<file path="src/rtl/mcp_pkg.sv">
package mcp_pkg;
  localparam int NUM_CNT      = 6;
  localparam int CTRL_OFS     = 'h410;
  localparam int CNT_BASE_OFS = 'h418;
  localparam int CNT_STRIDE   = 4;

  localparam int B_EN  = 0;
  localparam int B_CLR = 1;
  localparam int B_FRZ = 2;
  localparam int B_OVF = 3;
  localparam int B_SEL = 4;
  localparam int CTRL_FIELD_W = B_SEL + 1;

  typedef enum logic [2:0] {
    IDX_CYC   = 3'd0,
    IDX_BUSY  = 3'd1,
    IDX_RACC  = 3'd2,
    IDX_WACC  = 3'd3,
    IDX_RBYTE = 3'd4,
    IDX_WBYTE = 3'd5
  } cnt_idx_e;
endpackage

</file>
<file path="src/rtl/mcp_ctrl.sv">
module mcp_ctrl
  import mcp_pkg::*;
#(
  parameter int DATA_W = 32
) (
  input  logic                    clk,
  input  logic                    rst,
  input  logic                    wr_ctrl,
  input  logic [CTRL_FIELD_W-1:0] wfield,
  input  logic                    total_wrap,
  output logic                    en,
  output logic                    frz,
  output logic                    sel,
  output logic                    ovf,
  output logic                    clr_pulse,
  output logic [DATA_W-1:0]       ctrl_word
);

  always_comb clr_pulse = wr_ctrl & wfield[B_CLR];

  always_ff @(posedge clk) begin
    if (rst) begin
      en  <= 1'b0;
      frz <= 1'b0;
      sel <= 1'b0;
      ovf <= 1'b0;
    end else begin
      if (wr_ctrl) begin
        en  <= wfield[B_EN];
        frz <= wfield[B_FRZ];
        sel <= wfield[B_SEL];
      end
      if (clr_pulse)       ovf <= 1'b0;
      else if (total_wrap) ovf <= 1'b1;
    end
  end

  always_comb begin
    ctrl_word        = '0;
    ctrl_word[B_EN]  = en;
    ctrl_word[B_FRZ] = frz;
    ctrl_word[B_OVF] = ovf;
    ctrl_word[B_SEL] = sel;
  end

  // a write replaces the enable bit
  p_en_follows_write_r2: assert property (@(posedge clk) disable iff (rst)
    wr_ctrl |=> en == $past(wfield[B_EN]));
  // overflow flag is sticky until a clear
  p_ovf_sticky_r8: assert property (@(posedge clk) disable iff (rst)
    (ovf && !clr_pulse) |=> ovf);
  // a clear drops the overflow flag
  p_ovf_cleared_r3: assert property (@(posedge clk) disable iff (rst)
    clr_pulse |=> !ovf);
endmodule

</file>
<file path="src/rtl/mcp_evsel.sv">
module mcp_evsel
  import mcp_pkg::*;
#(
  parameter int INC_W = 8
) (
  input  logic                            sel,
  input  logic                            match,
  input  logic                            busy,
  input  logic                            rd_acc,
  input  logic                            wr_acc,
  input  logic                            rd_beat,
  input  logic [INC_W-1:0]                rd_bytes,
  input  logic                            wr_beat,
  input  logic [INC_W-1:0]                wr_bytes,
  output logic [NUM_CNT-1:0][INC_W-1:0]   incs
);
  logic qual;

  always_comb begin
    qual = !sel || match;
    incs = '0;
    incs[IDX_CYC]   = INC_W'(1);
    incs[IDX_BUSY]  = INC_W'(qual && busy);
    incs[IDX_RACC]  = INC_W'(qual && rd_acc);
    incs[IDX_WACC]  = INC_W'(qual && wr_acc);
    incs[IDX_RBYTE] = (qual && rd_beat) ? rd_bytes : '0;
    incs[IDX_WBYTE] = (qual && wr_beat) ? wr_bytes : '0;
  end
endmodule

</file>
<file path="src/rtl/mcp_counter.sv">
module mcp_counter #(
  parameter int CNT_W = 32,
  parameter int INC_W = 8
) (
  input  logic             clk,
  input  logic             rst,
  input  logic             clr,
  input  logic             cnt_en,
  input  logic [INC_W-1:0] inc,
  output logic [CNT_W-1:0] count,
  output logic             wrap
);
  logic [CNT_W:0] sum;

  always_comb begin
    sum  = {1'b0, count} + (CNT_W+1)'(inc);
    wrap = cnt_en && !clr && sum[CNT_W];
  end

  always_ff @(posedge clk) begin
    if (rst || clr)  count <= '0;
    else if (cnt_en) count <= sum[CNT_W-1:0];
  end

  // clear zeroes the counter at the next edge
  p_clear_zero_r3: assert property (@(posedge clk) disable iff (rst)
    clr |=> count == '0);
  // with counting stopped the value is held
  p_hold_r7: assert property (@(posedge clk) disable iff (rst)
    (!clr && !cnt_en) |=> $stable(count));
  // counting adds the increment modulo 2^CNT_W
  p_add_r6: assert property (@(posedge clk) disable iff (rst)
    (!clr && cnt_en) |=> count == CNT_W'($past(count) + CNT_W'($past(inc))));
endmodule

</file>
<file path="src/rtl/mcp_rdport.sv">
module mcp_rdport
  import mcp_pkg::*;
#(
  parameter int CNT_W  = 32,
  parameter int DATA_W = 32,
  parameter int ADDR_W = 12
) (
  input  logic                          clk,
  input  logic                          rst,
  input  logic                          rd,
  input  logic [ADDR_W-1:0]             addr,
  input  logic [DATA_W-1:0]             ctrl_word,
  input  logic [NUM_CNT-1:0][CNT_W-1:0] counts,
  output logic [DATA_W-1:0]             rdata
);
  logic [ADDR_W-1:0] rel;
  logic [DATA_W-1:0] sel_data;

  always_comb begin
    rel      = addr - ADDR_W'(CNT_BASE_OFS);
    sel_data = '0;
    if (addr == ADDR_W'(CTRL_OFS)) sel_data = ctrl_word;
    for (int i = 0; i < NUM_CNT; i++) begin
      if (rel == ADDR_W'(CNT_STRIDE * i)) sel_data = DATA_W'(counts[i]);
    end
  end

  always_ff @(posedge clk) begin
    if (rst)     rdata <= '0;
    else if (rd) rdata <= sel_data;
    else         rdata <= '0;
  end

  // no read, no data
  p_idle_zero_r10: assert property (@(posedge clk) disable iff (rst)
    !rd |=> rdata == '0);
  // misaligned offsets read as zero
  p_misaligned_zero_r10: assert property (@(posedge clk) disable iff (rst)
    (rd && addr[1:0] != 2'b00) |=> rdata == '0);
endmodule

</file>
<file path="src/rtl/mc_prof_counters.sv">
module mc_prof_counters
  import mcp_pkg::*;
#(
  parameter int CNT_W  = 32,
  parameter int INC_W  = 8,
  parameter int DATA_W = 32,
  parameter int ADDR_W = 12
) (
  input  logic              clk,
  input  logic              rst,
  input  logic              ev_busy,
  input  logic              ev_rd_acc,
  input  logic              ev_wr_acc,
  input  logic              ev_rd_beat,
  input  logic [INC_W-1:0]  ev_rd_bytes,
  input  logic              ev_wr_beat,
  input  logic [INC_W-1:0]  ev_wr_bytes,
  input  logic              ev_match,
  input  logic              reg_wr,
  input  logic              reg_rd,
  input  logic [ADDR_W-1:0] reg_addr,
  input  logic [DATA_W-1:0] reg_wdata,
  output logic [DATA_W-1:0] reg_rdata
);
  logic en, frz, sel, ovf, clr_pulse, wr_ctrl, cnt_active;
  logic [DATA_W-1:0]             ctrl_word;
  logic [NUM_CNT-1:0][INC_W-1:0] incs;
  logic [NUM_CNT-1:0][CNT_W-1:0] counts;
  logic [NUM_CNT-1:0]            wraps;

  always_comb begin
    wr_ctrl    = reg_wr && (reg_addr == ADDR_W'(CTRL_OFS));
    cnt_active = en && !frz;
  end

  mcp_ctrl #(.DATA_W(DATA_W)) u_ctrl (
    .clk(clk), .rst(rst), .wr_ctrl(wr_ctrl),
    .wfield(reg_wdata[CTRL_FIELD_W-1:0]), .total_wrap(wraps[IDX_CYC]),
    .en(en), .frz(frz), .sel(sel), .ovf(ovf), .clr_pulse(clr_pulse),
    .ctrl_word(ctrl_word)
  );

  mcp_evsel #(.INC_W(INC_W)) u_evsel (
    .sel(sel), .match(ev_match), .busy(ev_busy), .rd_acc(ev_rd_acc),
    .wr_acc(ev_wr_acc), .rd_beat(ev_rd_beat), .rd_bytes(ev_rd_bytes),
    .wr_beat(ev_wr_beat), .wr_bytes(ev_wr_bytes), .incs(incs)
  );

  for (genvar g = 0; g < NUM_CNT; g++) begin : g_cnt
    mcp_counter #(.CNT_W(CNT_W), .INC_W(INC_W)) u_cnt (
      .clk(clk), .rst(rst), .clr(clr_pulse), .cnt_en(cnt_active),
      .inc(incs[g]), .count(counts[g]), .wrap(wraps[g])
    );
  end

  mcp_rdport #(.CNT_W(CNT_W), .DATA_W(DATA_W), .ADDR_W(ADDR_W)) u_rdport (
    .clk(clk), .rst(rst), .rd(reg_rd), .addr(reg_addr),
    .ctrl_word(ctrl_word), .counts(counts), .rdata(reg_rdata)
  );

  // cycle counter steps by one every active edge
  p_total_step_r4: assert property (@(posedge clk) disable iff (rst)
    (cnt_active && !clr_pulse) |=> counts[IDX_CYC] == CNT_W'($past(counts[IDX_CYC]) + 1'b1));
  // a wrap of the cycle counter leaves the overflow flag set
  p_wrap_sets_ovf_r8: assert property (@(posedge clk) disable iff (rst)
    (cnt_active && !clr_pulse && counts[IDX_CYC] == '1) |=> ovf);
  // with select set and no match, the busy count holds
  p_select_gate_r9: assert property (@(posedge clk) disable iff (rst)
    (sel && !ev_match && !clr_pulse) |=> $stable(counts[IDX_BUSY]));
endmodule

</file>
<file path="config.mk">
export PLATFORM = sky130hd
export DESIGN_NAME = mc_prof_counters
export DESIGN_NICKNAME = d
export VERILOG_FILES = /design/src/rtl/mcp_pkg.sv /design/src/rtl/mcp_ctrl.sv /design/src/rtl/mcp_evsel.sv /design/src/rtl/mcp_counter.sv /design/src/rtl/mcp_rdport.sv /design/src/rtl/mc_prof_counters.sv
export SDC_FILE = /design/constraint.sdc
export NUM_CORES = 1
export LEC_CHECK = 0
export BUFFER_PORTS_ARGS = -buffer_cell sky130_fd_sc_hd__buf_2
export CAP_MARGIN = 25
export CORE_MARGIN = 2
export CORE_UTILIZATION = 30
export DETAILED_ROUTE_END_ITERATION = 16
export SLEW_MARGIN = 5
export SYNTH_ARGS = -nofsm -noshare
export SYNTH_HDL_FRONTEND = slang
export SYNTH_SLANG_ARGS = --single-unit
</file>
<file path="constraint.sdc">
create_clock -name clk -period 4.65 [get_ports clk]
set_clock_uncertainty 0.15 [all_clocks]
set_input_delay 0.2325 -clock clk [delete_from_list [all_inputs] [get_ports clk]]
set_output_delay 0.2325 -clock clk [all_outputs]
set_load 0.01 [all_outputs]
</file>
==> summary.md, run 1 <==
| Metric | Value |
|---|---|
| Outcome | `completed` |
| # DRC | `0` |
| CTS Buf Count | `24` |
| Ys flop type | `dfxtp_1` |
| Async S/R FF share, synth | `0` |
| Final period util | `0.796` |
| Initial antenna violation count | `3` |
| CTS sink cnt | `228` |
| Via density per instance | `5.05` |
| Tmin final | `3.70 ns` |
| Via count | `9,977` |
| Synth Register Bits | `228` |
| Global-route usage over all layers | `0.151` |
| First-pass GRT wire length | `48,600 um` |
| Non-Filler Instances | `around 2.0k` |
| Synth cell types | `59` |
| Core Box Area | `around 0.038 sq mm` |
| Fmax | `0.270 GHz` |
| Fin. max-slew vios | `0` |
| PwrDens | `around 300 mW/mm^2` |
| Syn Area/Cell | `8.20 sq um` |
| HP Class | `in2reg` |
| P_leak | `0.00462 uW` |
| Switching power | `about 860 uW` |
| Unrepaired setup endpoints after global routing | `false` |
| Die Wd | `approximately 200 um` |
| Max_cap viols | `0` |
| Slew margin rel. | `0.343` |
| Die H | `199 um` |
| Starting Density | `0.304` |
| WS Path Type | `reg2reg` |
| TNS Setup | `0 ns` |
| CP Launch Type | `flip-flop` |
| Hold slack | `around 0.049 ns` |
| Clock transition at the registers of the reported paths | `0.06 ns` |
| Placed cell area | `0.0123 sq mm` |
| Worst vdd ir | `between 0.2 and 0.25 mV` |
| Combinational power share | `0.033` |
| WL/cell | `~15 um` |
| Postcts setup bufs | `0` |
| Syn Inst Count | `1,392` |
| Flop pwr share | `0.490` |
| Vias in the first global route | `9,462` |
| Setup violators final | `0` |
| Bufs on Longest Clock Path | `3` |
| Clock Power Share | `0.477` |
| Gr ovfl total | `0` |
| FP Rows | `71` |
| Worst slew pin tran | `0.985 ns` |
| Cells after DPL | `1,926` |
| CP arrival | `about 4 ns` |
| DRT Wirelength | `29,800 um` |
| Util after Layout | `0.351` |
| Maximum net fanout on the critical path | `15` |
| CTS root buf | `clkbuf_16` |
| Seq/Total Area, Yosys | `0.400` |
| HPWL after DPL | `21,600 um` |
| Port bufs | `73` |
| Internal | `approximately 3100 uW` |
| Worst setup EP type | `flip-flop` |
| Largest net degree at the start of global routing | `75` |
| Max H-tree Level | `1` |
| Layout cells sized above 1 | `0.0971` |
| Die ar. | `0.0396 sq mm` |
| IO Pins | `102` |
| Clk_lat worst skew | `0.53 ns` |
| Area Growth Syn to Fin | `15.5%` |
| Post-synth EDFFs | `0` |
| Final Cell Area | `0.0132 sq mm` |
| Mapped Area | `0.0114 sq mm` |
| Yosys Warn Count | `0` |
| Antenna-violating nets left | `0` |
| CP Data Required Time | `roughly 5.0 ns` |
| CTS tree | `done` |
| Post-synth net total | `1,488` |
| Sw Ratio | `0.217` |
| Final Hold Vio Count | `0` |
| Fin nets | `approximately 1.5k` |
| Drt pass-1 iters | `5` |
| Gp weighted congestion | `0.848` |
| First-iteration detailed-routing DRC count | `698` |
==> worst max-delay path: stages (launching register included) <==
cell	delay [ns]
dfxtp_1	0.33
nand2b_1	0.14
buf_4	0.21
and3_1	0.17
ha_1	0.15
inv_1	0.05
fa_1	0.39
nor2b_1	0.15
o21ai_0	0.11
a21boi_0	0.23
o21ai_0	0.33
a2111o_1	0.63
or4_1	0.44
a21oi_1	0.15
==> kinds of logic after synthesis <==
family | synth area share
fa+ha+maj | 0.0298
compound gates | 0.150
xor+xnor | 0.103
flops | 0.400
buf+inv | 0.0372
mux | 0.00789
simple gates | 0.273
==> cells in the mapped netlist (all sizes together) (3+ instances only) <==
| cell type | n | share of area |
|---|---|---|
| and4b | 4 | 0.0035 |
| nand4 | 27 | 0.015 |
| nand2 | 149 | 0.049 |
| nor3 | 23 | 0.011 |
| xnor2 | 71 | 0.054 |
| o21bai | 3 | 0.0023 |
| mux2i | 9 | 0.0079 |
| o2111ai | 6 | 0.0046 |
| nor2b | 11 | 0.0060 |
| xor2 | 63 | 0.048 |
| or3 | 35 | 0.019 |
| ha | 24 | 0.026 |
| nor4 | 14 | 0.011 |
| o21ai | 64 | 0.028 |
| and3 | 41 | 0.022 |
| inv | 35 | 0.012 |
| a221oi | 26 | 0.020 |
| o2bb2ai | 22 | 0.017 |
| o211a | 7 | 0.0061 |
| clkbuf | 42 | 0.014 |
| or2 | 5 | 0.0030 |
| a2111oi | 6 | 0.0046 |
| or4 | 11 | 0.0072 |
| a21oi | 97 | 0.043 |
| nand2b | 10 | 0.0055 |
| dfxtp | 228 | 0.40 |
| buf | 24 | 0.012 |
| o31ai | 6 | 0.0039 |
| a211oi | 6 | 0.0039 |
| and2 | 14 | 0.0077 |
| nand3 | 58 | 0.025 |
| a31oi | 4 | 0.0022 |
| and4 | 15 | 0.012 |
| nor4b | 9 | 0.0075 |
| a22oi | 6 | 0.0039 |
| a21o | 5 | 0.0033 |
| nor2 | 194 | 0.064 |
==> area by class of cell <==
class	instances	area, sq um
inverter	35	131
sequential	228	4560
fill	3852	24400
antenna	1	2.50
multi-input combinational	1063	6470
timing repair buffer	96	601
clock buffer	34	719
clock inverter	6	55.1
tap	511	639
==> worst paths after layout <==
kind	depth (start not counted)	endpoint	startpoint	slack [ns]
setup reg to reg	13	g_cnt[5].u_cnt.count[24]	u_ctrl.sel	0.95
setup / recovery	13	g_cnt[5].u_cnt.count[24]	u_ctrl.sel	0.95
hold / removal	4	g_cnt[5].u_cnt.count[1]	ev_wr_bytes[1]	0.05
hold reg to reg	2	g_cnt[5].u_cnt.count[0]	g_cnt[5].u_cnt.count[0]	0.33
==> sequential cells by signal, summed over array words and instances (netlist names) <==
| signal | cells |
|---|---|
| g_cnt.u_cnt.count | 192 |
| u_ctrl.en | 1 |
| u_ctrl.frz | 1 |
| u_ctrl.ovf | 1 |
| u_ctrl.sel | 1 |
| u_rdport.rdata | 32 |
==> layer usage <==
layer / track usage / wire length [um] / vias up
li1: - / - / 5022
met2: 0.249 / 13600 / 197
met1: 0.201 / 14000 / 4698
met4: 0.0509 / 769 / 4
met5: 0 / 27 / -
met3: 0.0240 / 1510 / 56
==> metrics by stage <==
stage	setup WS, ns	power (uW)
4_1_cts	0.942	4030
3_3_place_gp	0.945	2120
6_report	0.947	3990
3_5_place_dp	0.944	2130
5_1_grt	0.643	4110
2_1_floorplan	1.33	2070
==> power by group through the flow <==
| stage | Sequential, uW | Combinational (uW) | Clock, uW |
|---|---|---|---|
| finish | 1950 | 132 | 1900 |
| global route | 1950 | 146 | 2010 |
| CTS | 1950 | 133 | 1950 |
| detailed placement | 2000 | 129 | 0 |
| global placement | 2000 | 126 | 0 |
| floorplan | 2000 | 76.1 | 0 |
==> repair_timing <==
| action | CTS | global route |
|---|---|---|
| endpoints found under the hold margin | 5 | 0 |
| gates resized for setup | 0 | 0 |
| hold buffers | 7 | 0 |
==> placed cells by master, fill, tap and decap left out, types with 41 or more instances in the layout <==
master     n
o21ai_0   51
buf_2     73
nor2_1   194
dfxtp_1  228
xnor2_1   71
and3_1    41
a21oi_1   97
nand2_1  149
nand3_1   58
xor2_1    63
Note: power is estimated with default switching activity, not from simulation.
==> run 2, diff against run 1 <==
Clock period 4.65 ns to 3.7 ns, I/O delays scaled along.
==> run 2 against run 1 <==
- clock power increased by 47%
- count of clock-buffer cells in the layout unchanged
- hold slack got worse by 0.028 ns
- first-iteration DRC count decreased by 16%
- core utilization increased by 0.70 points
- sequential share of layout area decreased by 0.67 points
- critical endpoint is now g_cnt[5].u_cnt.count[26]
- largest cell class unchanged
- largest power group is now clock
- highest routed layer unchanged
==> summary.md, run 2 (same netlist as run 1, synthesis figures left out) <==
| Metric | Value |
|---|---|
| CTS Buf Count | `24 (unchanged)` |
| DRT Wirelength | `30,600 um (+2.5%)` |
| Max_cap viols | `0 (unchanged)` |
| CTS tree | `done` |
| Die ar. | `0.0396 sq mm (unchanged)` |
| Placed cell area | `0.0124 sq mm (+0.83%)` |
| Fmax | `0.295 GHz (+9.3%)` |
| Crit path cell chain | `nand2b_1 -> and3_1 -> ha_1 -> inv_1 -> fa_1 -> nor2b_1 -> o21ai_0 -> a21boi_1 -> o21ai_1 -> a2111o_1 -> or4_1 -> a21oi_1` |
| IO Pins | `102 (unchanged)` |
| TNS Setup | `0 ns (unchanged)` |
| Util after Layout | `0.358 (+0.00696)` |
| Area Growth Syn to Fin | `17.8%` |
| P_leak | `0.00475 uW (+2.9%)` |
| Antenna-violating nets left | `0 (unchanged)` |
| # DRC | `0 (unchanged)` |
| Initial antenna violation count | `3 (unchanged)` |
| Number of flip-flops in the largest register | `192 (unchanged)` |
| Max H-tree Level | `1 (unchanged)` |
| Registers with the most flip-flops | `g_cnt.u_cnt.count: 192 flops, u_rdport.rdata: 32 flops` |
| Setup violators final | `0 (unchanged)` |
| Via density per instance | `5.04 (-0.19%)` |
| Crit path from | `u_ctrl.sel` |
| CP top delay family | `compound AO/OA/AOI/OAI gates` |
| WS Path Type | `reg2reg` |
| Maximum net fanout on the critical path | `8 (-7)` |
| Unrepaired setup endpoints after global routing | `false` |
| Postcts setup bufs | `0 (unchanged)` |
| Reg-to-Reg Start | `u_ctrl.sel` |
| Worst path max stage delay | `0.59 ns (-0.04 ns)` |
| Count of buffer and inverter cells on the critical path | `1 (-1)` |
| Core Box Area | `0.0376 sq mm (unchanged)` |
| CP arrival | `3.70 ns (-0.31 ns)` |
| Outcome | `completed` |
| Global-route usage over all layers | `0.154 (+0.00266)` |
| CTS sink cnt | `228 (unchanged)` |
| Worst slew pin tran | `0.755 ns (-0.230 ns)` |
| Port bufs | `73 (unchanged)` |
| Final Cell Area | `0.0134 sq mm (+2.0%)` |
| Starting Density | `0.304 (unchanged)` |
| Commonest non-fill, non-tap cell in the layout | `dfxtp_1` |
| CP Launch Type | `flip-flop` |
| Hold EP | `g_cnt[4].u_cnt.count[0]` |
| Layout cells sized above 1 | `0.108 (+0.0109)` |
| CP Data Required Time | `4.01 ns (-0.95 ns)` |
| Hold Path Depth | `5 (+1)` |
| Met2 Wirelength | `13,900 um (+2.3%)` |
| Worst vdd ir | `0.294 mV (+32%)` |
| R2r endpoint | `g_cnt[5].u_cnt.count[26]` |
| Reg with most FFs | `g_cnt.u_cnt.count` |
| Final period util | `0.915 (+0.119)` |
| FP Rows | `71 (unchanged)` |
| Clock transition at the registers of the reported paths | `0.06 ns (about the same)` |
| WL/cell | `15.4 um (+1.5%)` |
| Hold Startpoint | `ev_rd_bytes[0]` |
| Gr ovfl total | `0 (unchanged)` |
| DR WL met3 | `1410 um (-6.5%)` |
| CTS root buf | `clkbuf_16` |
| Most frequent cells in the layout | `dfxtp_1 (228), nor2_1 (194), nand2_1 (149), a21oi_1 (97), buf_2 (74)` |
| Gp weighted congestion | `0.858 (+1.2%)` |
| Largest net degree at the start of global routing | `54 (-28%)` |
| First-pass GRT wire length | `49,500 um (+1.8%)` |
| Worst r2r path cells | `12 (-1)` |
| HP Class | `in2reg` |
| Bufs on Longest Clock Path | `3 (unchanged)` |
| Slew margin rel. | `0.493 (+0.149)` |
| Met1 WL | `14,600 um (+4.2%)` |
| Crit-path slowest cell | `a2111o_1` |
| Drt pass-1 iters | `5 (unchanged)` |
| Vias in the first global route | `9,603 (+1.5%)` |
| Fin. max-slew vios | `0 (unchanged)` |
| Tmin final | `3.39 ns (-0.316 ns)` |
| Clk_lat worst skew | `0.53 ns (about the same)` |
| Die H | `199 um (unchanged)` |
| Setup slack, reg-to-reg | `0.31 ns (-0.63 ns)` |
| First-iteration detailed-routing DRC count | `584 (-16%)` |
| HPWL after DPL | `22,100 um (+2.5%)` |
| Worst setup EP type | `flip-flop` |
| Final Hold Vio Count | `0 (unchanged)` |
| Die Wd | `199 um (unchanged)` |
| Via count | `10.1k (+0.77%)` |
| PwrDens | `403 mW/mm^2 (+33%)` |
| Fin nets | `1,560 (+1.0%)` |
| DR top layer | `met5` |
run 2: layout make-up:
cell class / count / area [sq um]
fill: 3861 / 24100
multi-input combinational: 1063 / 6470
sequential: 228 / 4560
clock buffer: 34 / 719
timing repair buffer: 112 / 713
tap: 511 / 639
clock inverter: 9 / 204
inverter: 35 / 131
antenna: 1 / 2.50
run 2: timing repair:
action	4_1_cts	5_1_grt
hold endpoints to repair	6	0
hold buffers	8	0
gates resized for setup	0	2
endpoints found under the setup margin	0	7
run 2: stage by stage:
step           instances  hold WS (ns)  total power (uW)  setup slack [ns]
4_1_cts             1992       0.00391              5480             0.165
5_1_grt             1992        0.0651              5590            0.0464
3_5_place_dp        1941         0.293              2670             0.181
3_3_place_gp        1940         0.285              2670            -0.116
6_report            1993        0.0214              5420             0.313
2_1_floorplan       1392         0.107              2600             0.377
run 2: power by group:
| group | total [uW] | switching (uW) | internal (uW) |
|---|---|---|---|
| Clock | 2800 | 1030 | 1770 |
| Sequential | 2450 | 0.0195 | 2450 |
| Combinational | 167 | 107 | 59.7 |
| Total | 5420 | 1130 | 4280 |
run 2: how the worst max path moves through the flow:
stage	cells past startpoint	endpoint	slack (ns)
2_1_floorplan	13	g_cnt[4].u_cnt.count[20]	0.38
3_3_place_gp	13	g_cnt[5].u_cnt.count[31]	-0.12
3_5_place_dp	11	g_cnt[5].u_cnt.count[24]	0.18
4_1_cts	11	g_cnt[5].u_cnt.count[26]	0.17
5_1_grt	11	g_cnt[5].u_cnt.count[26]	0.05
6_report	12	g_cnt[5].u_cnt.count[26]	0.31
run 2: routing by layer:
metal,global-route usage,vias to the layer above
li1,-,5062
met1,0.204,4761
met2,0.254,172
met3,0.0267,55
met4,0.0481,4
met5,0,-
run 2: worst min-delay path: stages:
cell	delay, ns
buf_2	0.07
and3_1	0.14
ha_1	0.11
nand2_1	0.04
a21oi_1	0.10
==> run 3, diff against run 2 <==
Settings changed: RECOVER_POWER set to 25.
==> run 3 against run 2 <==
- the flow now finishes with violations (capacitance limit, slew limit)
- highest routed layer unchanged
- largest power group unchanged
- largest cell class unchanged
- combinational power hardly changed
- sequential cell count stayed put
- via count is 0.21% lower
- sequential power hardly changed
- total power hardly changed
- critical path type unchanged
==> summary.md, run 3 (same netlist as run 1, synthesis figures left out) <==
| Metric | Value |
|---|---|
| Outcome | `complete, but fails checks` |
| Violated checks | `capacitance limit, slew limit` |
| CTS tree | `done` |
| Count of buffer and inverter cells on the critical path | `1 (unchanged)` |
| Bufs on Longest Clock Path | `3 (unchanged)` |
| Largest net degree at the start of global routing | `54 (unchanged)` |
| WL/cell | `15.4 um (+0.13%)` |
| Drt pass-1 iters | `5 (unchanged)` |
| HPWL after DPL | `22,100 um (unchanged)` |
| DRT Wirelength | `30,600 um (+0.13%)` |
| Final Hold Vio Count | `0 (unchanged)` |
| First-pass GRT wire length | `49,500 um (unchanged)` |
| Registers with the most flip-flops | `g_cnt.u_cnt.count: 192 flops, u_rdport.rdata: 32 flops` |
| CP arrival | `3.69 ns (about the same)` |
| Placed cell area | `0.0124 sq mm (unchanged)` |
| FP Rows | `71 (unchanged)` |
| Vias in the first global route | `9,603 (unchanged)` |
| Setup slack, reg-to-reg | `0.32 ns (about the same)` |
| Clock Power Share | `0.516 (about the same)` |
| Reg with most FFs | `g_cnt.u_cnt.count` |
| Commonest non-fill, non-tap cell in the layout | `dfxtp_1` |
| Internal | `4280 uW (about the same)` |
| Number of flip-flops in the largest register | `192 (unchanged)` |
| PwrDens | `404 mW/mm^2 (+0.37%)` |
| Placement Setup Slack | `0.181 ns (unchanged)` |
| R2r endpoint | `g_cnt[5].u_cnt.count[26]` |
| CTS Buf Count | `24 (unchanged)` |
| Clock transition at the registers of the reported paths | `0.06 ns (about the same)` |
| Fmax | `0.296 GHz (+0.21%)` |
| Max_cap viols | `1 (+1)` |
| Area Growth Syn to Fin | `17.3%` |
| Util after Layout | `0.356 (-0.00140)` |
| Via density per instance | `5.03 (-0.21%)` |
| Die Wd | `199 um (unchanged)` |
| Slew margin rel. | `-0.295 (-0.788)` |
| Final Cell Area | `0.0134 sq mm (-0.39%)` |
| Crit path cell chain | `nand2b_1 -> and3_1 -> ha_1 -> inv_1 -> fa_1 -> nor2b_1 -> o21ai_0 -> a21boi_1 -> o21ai_1 -> a2111o_1 -> or4_1 -> a21oi_1` |
| Switching power | `1130 uW (about the same)` |
| Most frequent cells in the layout | `dfxtp_1 (228), nor2_1 (194), nand2_1 (149), a21oi_1 (97), xnor2_1 (71)` |
| Hold Startpoint | `ev_rd_bytes[0]` |
| Antenna-violating nets left | `0 (unchanged)` |
| TNS Setup | `0 ns (unchanged)` |
| Worst slew pin tran | `1.94 ns (+1.19 ns)` |
| Fin. max-slew vios | `52 (+52)` |
| CTS sink cnt | `228 (unchanged)` |
| Worst r2r path cells | `12 (unchanged)` |
| Worst setup EP type | `flip-flop` |
| Flop pwr share | `0.453 (about the same)` |
| Gp weighted congestion | `0.858 (unchanged)` |
| Unrepaired setup endpoints after global routing | `false` |
| Worst vdd ir | `0.294 mV (-0.17%)` |
| Core Box Area | `0.0376 sq mm (unchanged)` |
| Tmin final | `3.38 ns (-0.00704 ns)` |
| # DRC | `0 (unchanged)` |
| CP Launch Type | `flip-flop` |
| CTS root buf | `clkbuf_16` |
| Sw Ratio | `0.209 (about the same)` |
| Postcts setup bufs | `0 (unchanged)` |
| CP top delay family | `compound AO/OA/AOI/OAI gates` |
| Port bufs | `73 (unchanged)` |
| Die H | `199 um (unchanged)` |
| WS Path Type | `reg2reg` |
| Hold slack | `0.0217 ns (+0.000265 ns)` |
| Clk_lat worst skew | `0.53 ns (about the same)` |
| Final setup margin | `0.320 ns (+0.00704 ns)` |
| Crit-path slowest cell | `a2111o_1` |
| Die ar. | `0.0396 sq mm (unchanged)` |
| Critical Path Sink | `g_cnt[5].u_cnt.count[26]` |
| CP Data Required Time | `4.01 ns (about the same)` |
| Fin nets | `1,560 (unchanged)` |
| Setup violators final | `0 (unchanged)` |
| Max H-tree Level | `1 (unchanged)` |
| P_leak | `0.00460 uW (-3.1%)` |
| Layout cells sized above 1 | `0.0844 (-0.0236)` |
| Crit path from | `u_ctrl.sel` |
| Maximum net fanout on the critical path | `8 (unchanged)` |
| Combinational power share | `0.031 (about the same)` |
| Starting Density | `0.304 (unchanged)` |
| First-iteration detailed-routing DRC count | `651 (+11%)` |
| Initial antenna violation count | `3 (unchanged)` |
| IO Pins | `102 (unchanged)` |
| Via count | `10.0k (-0.21%)` |
| Worst path max stage delay | `0.59 ns (about the same)` |
| Global-route usage over all layers | `0.154 (unchanged)` |
| Gr ovfl total | `0 (unchanged)` |
| Final period util | `0.913 (-0.00190)` |
| HP Class | `in2reg` |
| Reg-to-Reg Start | `u_ctrl.sel` |
| WP depth | `12 (unchanged)` |
run 3: final cells by class:
type,count,area [sq um]
clock buffer,34,719
tap,511,639
multi-input combinational,1063,6460
timing repair buffer,112,668
antenna,1,2.50
inverter,35,131
sequential,228,4560
clock inverter,9,204
fill,3889,24200
run 3: worst min-delay path, stage by stage:
cell     delay [ns]
buf_2          0.07
and3_1         0.14
ha_1           0.11
nand2_1        0.04
a21oi_1        0.10
run 3: power by group through the flow:
stage          Sequential, uW  Clock [uW]  Combinational [uW]
2_1_floorplan            2510           0                95.6
4_1_cts                  2450        2850                 168
6_report                 2450        2800                 167
3_5_place_dp             2510           0                 163
5_1_grt                  2450        2950                 185
3_3_place_gp             2510           0                 163
run 3: stage by stage:
step | cells | power, uW
6_report | 1993 | 5420
5_1_grt | 1992 | 5590
4_1_cts | 1992 | 5480
3_5_place_dp | 1941 | 2670
3_3_place_gp | 1940 | 2670
2_1_floorplan | 1392 | 2600
run 3: repair_timing:
item | CTS | global route
resized for setup | 0 | 2
hold endpoints to repair | 6 | 0
hold buffers | 8 | 0
setup endpoints to repair | 0 | 7
run 3: worst min-delay path by stage:
stage,to,slack [ns],cells after the start
final,g_cnt[4].u_cnt.count[0],0.02,5
after global routing,g_cnt[4].u_cnt.count[17],0.06,5
after CTS,g_cnt[4].u_cnt.count[0],0.004,5
after detailed placement,u_ctrl.sel,0.29,3
after global placement,u_ctrl.sel,0.29,3
after floorplan,u_ctrl.en,0.11,1
run 3: layer usage:
metal / wire [um] / track usage
met5: 20 / 0
met3: 1410 / 0.0267
met1: 14600 / 0.204
met4: 784 / 0.0481
met2: 13900 / 0.254
